`config.mk`:
```
export PLATFORM = sky130hd
export DESIGN_NAME = pwr_mode_ctrl
export DESIGN_NICKNAME = d
export VERILOG_FILES = /design/src/rtl/pwr_mode_pkg.sv /design/src/rtl/pwr_mode_fsm.sv /design/src/rtl/pwr_mode_dp.sv /design/src/rtl/pwr_mode_ctrl.sv
export SDC_FILE = /design/constraint.sdc
export NUM_CORES = 1
export LEC_CHECK = 0
export ABC_AREA = 1
export BUFFER_PORTS_ARGS = -buffer_cell sky130_fd_sc_hd__buf_2
export CAP_MARGIN = 10
export CORE_AREA = 5 5 42 44
export DETAILED_ROUTE_END_ITERATION = 12
export DIE_AREA = 0 0 47 49
export PLACE_DENSITY_LB_ADDON = 0.08
export REMOVE_ABC_BUFFERS = 1
export SETUP_SLACK_MARGIN = 0.15
export SLEW_MARGIN = 30
export SYNTH_ARGS = -nofsm -noshare
export SYNTH_HDL_FRONTEND = slang
export SYNTH_HIERARCHICAL = 1
export SYNTH_SLANG_ARGS = --single-unit
```
`constraint.sdc`:
```
create_clock -name clk -period 0.8 [get_ports clk]
set_clock_uncertainty 0.1 [all_clocks]
set_input_delay 0.2 -clock clk [delete_from_list [all_inputs] [get_ports clk]]
set_output_delay 0.2 -clock clk [all_outputs]
set_load 0.01 [all_outputs]
```
`src/rtl/pwr_mode_pkg.sv`:
```
package pwr_mode_pkg;

  typedef enum logic [1:0] {
    MODE_SLEEP = 2'b00,
    MODE_STBY  = 2'b01,
    MODE_OPER  = 2'b10
  } modeT;

  // Strobes from the control FSM to the mode datapath
  typedef struct packed {
    logic clearAll;    // power-on reset in progress
    logic forceSleep;  // sleep command accepted this cycle
    logic holdSleep;   // already asleep, nothing to wake on
  } ctrlStrobesT;

endpackage

```
`src/rtl/pwr_mode_fsm.sv`:
```
module pwr_mode_fsm
  import pwr_mode_pkg::*;
(
  input  logic        clk,
  input  logic        rstPor,
  input  logic        cmdValid,
  input  logic        cmdIsSleep,
  output ctrlStrobesT ctrl
);

  typedef enum logic {ST_AWAKE = 1'b0, ST_ASLEEP = 1'b1} stateT;

  stateT stateQ, stateNext;

  always_comb begin
    stateNext = stateQ;
    if (rstPor)        stateNext = ST_AWAKE;
    else if (cmdValid) stateNext = cmdIsSleep ? ST_ASLEEP : ST_AWAKE;
  end

  always_ff @(posedge clk) begin
    stateQ <= stateNext;
  end

  always_comb begin
    ctrl.clearAll   = rstPor;
    ctrl.forceSleep = !rstPor && cmdValid && cmdIsSleep;
    ctrl.holdSleep  = !rstPor && !cmdValid && (stateQ == ST_ASLEEP);
  end

endmodule

```
`src/rtl/pwr_mode_dp.sv`:
```
module pwr_mode_dp
  import pwr_mode_pkg::*;
#(
  parameter int SYNC_STAGES = 2
) (
  input  logic        clk,
  input  ctrlStrobesT ctrl,
  input  logic        carrierIn,
  output logic [1:0]  modeOut,
  output logic        pwrDownEn
);

  localparam int LAST_STAGE = SYNC_STAGES - 1;

  logic [SYNC_STAGES-1:0] syncQ;
  logic                   carrierSync;
  modeT                   modeQ, modeNext;

  generate
    for (genvar g = 0; g < SYNC_STAGES; g++) begin : g_sync
      always_ff @(posedge clk) begin
        if (ctrl.clearAll) syncQ[g] <= 1'b0;
        else if (g == 0)   syncQ[g] <= carrierIn;
        else               syncQ[g] <= syncQ[(g == 0) ? 0 : g - 1];
      end
    end
  endgenerate

  assign carrierSync = syncQ[LAST_STAGE];

  always_comb begin
    if (ctrl.clearAll)                            modeNext = MODE_STBY;
    else if (ctrl.forceSleep || ctrl.holdSleep)   modeNext = MODE_SLEEP;
    else if (carrierSync)                         modeNext = MODE_OPER;
    else                                          modeNext = MODE_STBY;
  end

  always_ff @(posedge clk) begin
    modeQ     <= modeNext;
    pwrDownEn <= (modeNext == MODE_SLEEP);
  end

  assign modeOut = modeQ;

endmodule

```
`src/rtl/pwr_mode_ctrl.sv`:
```
module pwr_mode_ctrl
  import pwr_mode_pkg::*;
#(
  parameter int SYNC_STAGES = 2
) (
  input  logic       clk,
  input  logic       rstPor,
  input  logic       cmdValid,
  input  logic       cmdIsSleep,
  input  logic       carrierIn,
  output logic [1:0] modeOut,
  output logic       pwrDownEn
);

  ctrlStrobesT ctrl;

  pwr_mode_fsm u_fsm (
    .clk        (clk),
    .rstPor     (rstPor),
    .cmdValid   (cmdValid),
    .cmdIsSleep (cmdIsSleep),
    .ctrl       (ctrl)
  );

  pwr_mode_dp #(.SYNC_STAGES(SYNC_STAGES)) u_dp (
    .clk       (clk),
    .ctrl      (ctrl),
    .carrierIn (carrierIn),
    .modeOut   (modeOut),
    .pwrDownEn (pwrDownEn)
  );

endmodule

```
==> load_flow_metrics.sql <==
INSERT INTO impl_metrics (metric_group, metric, value, unit) VALUES
('sta', 'max_freq', '1.05', 'GHz'),
('floorplanning', 'die_height', '49', 'µm'),
('grt', 'grt_start_max_net_pins', '5', ''),
('worst_setup_path', 'critical_path.max_fanout', '1', ''),
('synthesis', 'fraction_of_synthesized_cell_area_in_xor_and_xnor_cells', '0', ''),
('pwr', 'leakage', '0.179', 'nW'),
('routing', 'wirelength', '388', 'µm'),
('sta', 'hold_slack', '0.0548', 'ns'),
('sta', 'slew_violations', '0', ''),
('synthesis', 'yosys_register_bits', '6', ''),
('place', 'finalWeightedCongestion', '0.667', ''),
('sta', 'slew-limit-headroom', '0.924', ''),
('grt', 'globalRouteMet2Util', '0.0498', ''),
('grt', 'grt_antenna_before_repair', '0', ''),
('pwr', 'switching_share_of_total_power', '0.217', ''),
('worst_setup_path', 'worstPathArrival', '0.66', 'ns'),
('sta', 'hold_violations', '0', ''),
('worst_setup_path', 'timing.critical_path.buf_inv', '1', ''),
('floorplanning', 'design.portCount', '8', ''),
('sta', 'finalCritPeriodShare', '1.20', ''),
('pwr', 'comb_power_frac', '0.091', ''),
('floorplanning', 'die_width', '47', 'µm'),
('floorplanning', 'placementRows', '14', ''),
('worst_setup_path', 'critPathLaunchType', 'flip-flop', ''),
('floorplanning', 'die-area', '2300', 'µm²'),
('final_layout', 'final_core_utilization', '0.221', ''),
('synthesis', 'synthesis.yosys.warnings', '6', ''),
('synthesis', 'synth_area_per_cell', '7.92', 'µm²'),
('routing', 'drc_errors', '0', ''),
('floorplanning', 'floorplan.initialDensity', '0.153', ''),
('pwr', 'max-vdd-ir-drop', '655', 'µV'),
('status', 'run_status', 'complete, but fails checks', ''),
('sta', 'setup_viol', '3', ''),
('pwr', 'pwr_density_cell', '2120', 'nW/µm²'),
('status', 'failing_checks', 'setup timing', ''),
('synthesis', 'seq_area_frac_synth', '0.561', ''),
('clock_network', 'tritoncts', 'done', ''),
('worst_setup_path', 'crit_family', 'flip-flops', ''),
('clock_network', 'cts-root-buf', 'sky130_fd_sc_hd__clkbuf_4', ''),
('synthesis', 'synth.lib_cells_used.distinct', '9', ''),
('clock_network', 'cts.hold.buffers_added', '0', ''),
('pwr', 'cell_internal_pwr', '0.000515', 'W'),
('synthesis', 'combinational_family_with_the_most_area_after_synthesis', 'simple AND/OR/NAND/NOR gates', ''),
('sta', 'post_layout_worst_setup_margin', '-0.156', 'ns'),
('routing', 'first_pass_iters', '4', ''),
('clock_network', 'clock_latency', '0.24', 'ns'),
('grt', 'first_global_vias', '162', ''),
('worst_setup_path', 'critical-path-max-stage-delay', '0.31', 'ns'),
('synthesis', 'synth_compound_gate_area_share', '0', ''),
('grt', 'top_usage_layer', 'met3', ''),
('pwr', 'switchingPower', '0.000142', 'W'),
('final_layout', 'final_layout_fill_cell_count', '180', ''),
('floorplanning', 'floorplan.core_area', '1400', 'µm²'),
('synthesis', 'synth_simple_gate_area_frac', '0.263', ''),
('worst_setup_path', 'critPathCaptureType', 'primary output', ''),
('worst_setup_path', 'worstPathCellList', 'buf_6', ''),
('sta', 'period_minus_slack', '0.956', 'ns'),
('sta', 'rsz0062_at_grt', 'yes', ''),
('grt', 'grt_util_all_layers', '0.0458', ''),
('place', 'detailed_place_hpwl', '290', 'µm'),
('clock_network', 'cts_inserted_buffers', '3', ''),
('grt', 'grt_pass1_wl', '607', 'µm'),
('routing', 'route.antenna.remaining_nets', '0', ''),
('routing', 'number_of_vias_after_detailed_routing', '173', ''),
('grt', 'grt.overflow.total', '0', ''),
('clock_network', 'htree_num_levels', '1', ''),
('worst_setup_path', 'critical-path-slowest-cell', 'sky130_fd_sc_hd__dfxtp_2', ''),
('final_layout', 'n_antenna_cell', '0', ''),
('final_layout', 'final_layout_size_suffix_gt1_frac', '0.500', ''),
('worst_setup_path', 'critPathKind', 'reg2out', ''),
('grt', 'groute.layer.met1.usage', '0.0419', '');
-- cell usage in the layout, fill, tap and decap left out --
master                     count
sky130_fd_sc_hd__nor2_2        1
sky130_fd_sc_hd__nand2_2       1
sky130_fd_sc_hd__nand2_1       4
sky130_fd_sc_hd__buf_6         1
sky130_fd_sc_hd__buf_4         2
sky130_fd_sc_hd__nor2_1        4
sky130_fd_sc_hd__nand3_1       1
sky130_fd_sc_hd__inv_1         6
sky130_fd_sc_hd__buf_2         6
sky130_fd_sc_hd__dfxtp_2       2
sky130_fd_sc_hd__inv_2         2
sky130_fd_sc_hd__nor2_4        1
sky130_fd_sc_hd__dfxtp_1       4
sky130_fd_sc_hd__clkbuf_4      3
-- registers in the layout, indices dropped and copies added, names as in the netlist --
signal            cells
u_dp/syncQ            1
u_dp/pwrDownEn        1
u_dp/modeOut          2
u_fsm/stateQ          1
u_dp/carrierSync      1
-- stage by stage --
step	setup TNS (ns)	instance area (µm²)	std cells
4_1_cts	-0.507	299	54
3_3_place_gp	-0.241	277	51
5_1_grt	-0.622	310	54
3_5_place_dp	-0.247	277	51
6_report	-0.457	310	54
2_1_floorplan	0	206	26
-- synth_stat cells --
library cell              count  share of area
sky130_fd_sc_hd__buf_4        1          0.035
sky130_fd_sc_hd__dfxtp_1      6           0.56
sky130_fd_sc_hd__inv_1        7           0.12
sky130_fd_sc_hd__inv_2        1          0.018
sky130_fd_sc_hd__nand2_1      5          0.088
sky130_fd_sc_hd__nand3_1      1          0.023
sky130_fd_sc_hd__nor2_1       4          0.070
sky130_fd_sc_hd__nor2_2       1          0.029
sky130_fd_sc_hd__nor2_4       1          0.053
-- final timing paths --
path	startpoint	to	slack (ns)	depth (start not counted)
worst min-delay path	carrierIn	u_dp/syncQ[0]	0.05	3
worst max register to register	u_fsm/stateQ	u_dp/modeOut[0]	0.03	5
worst min register to register	u_dp/syncQ[0]	u_dp/carrierSync	0.30	2
worst max-delay path	u_dp/modeOut[0]	modeOut[0]	-0.16	1
-- cells by family after synthesis --
kind of cell           count (synthesis)
and+or+nand+nor                       12
DFF                                    6
buffers and inverters                  9
-- area by class of cell --
class                           count  area (µm²)  area share
Multi-Input combinational cell     12        58.8       0.190
Timing Repair Buffer                9        56.3       0.181
Sequential cell                     6         123       0.395
Inverter                            8        30.0      0.0968
Tap cell                           16        20.0      0.0645
Clock buffer                        3        22.5      0.0726
-- per-layer routing --
metal,wire length (µm),vias up
met5,0,-
li1,-,95
met1,161,70
met4,0,0
met3,46,0
met2,180,8
-- timing repair --
item,CTS,global route
pin swaps,2,0
gates resized for setup,1,4
setup endpoints to repair,6,7
buffers inserted,0,0
-- power by group through the flow --
stage          clock [W]  sequential, W  combinational (W)
6_report        0.000278       0.000319          0.0000598
3_3_place_gp           0       0.000322          0.0000550
2_1_floorplan          0       0.000326          0.0000234
4_1_cts         0.000298       0.000317          0.0000563
5_1_grt         0.000319       0.000321          0.0000676
3_5_place_dp           0       0.000322          0.0000555
Power figures use the tool's default switching activity.
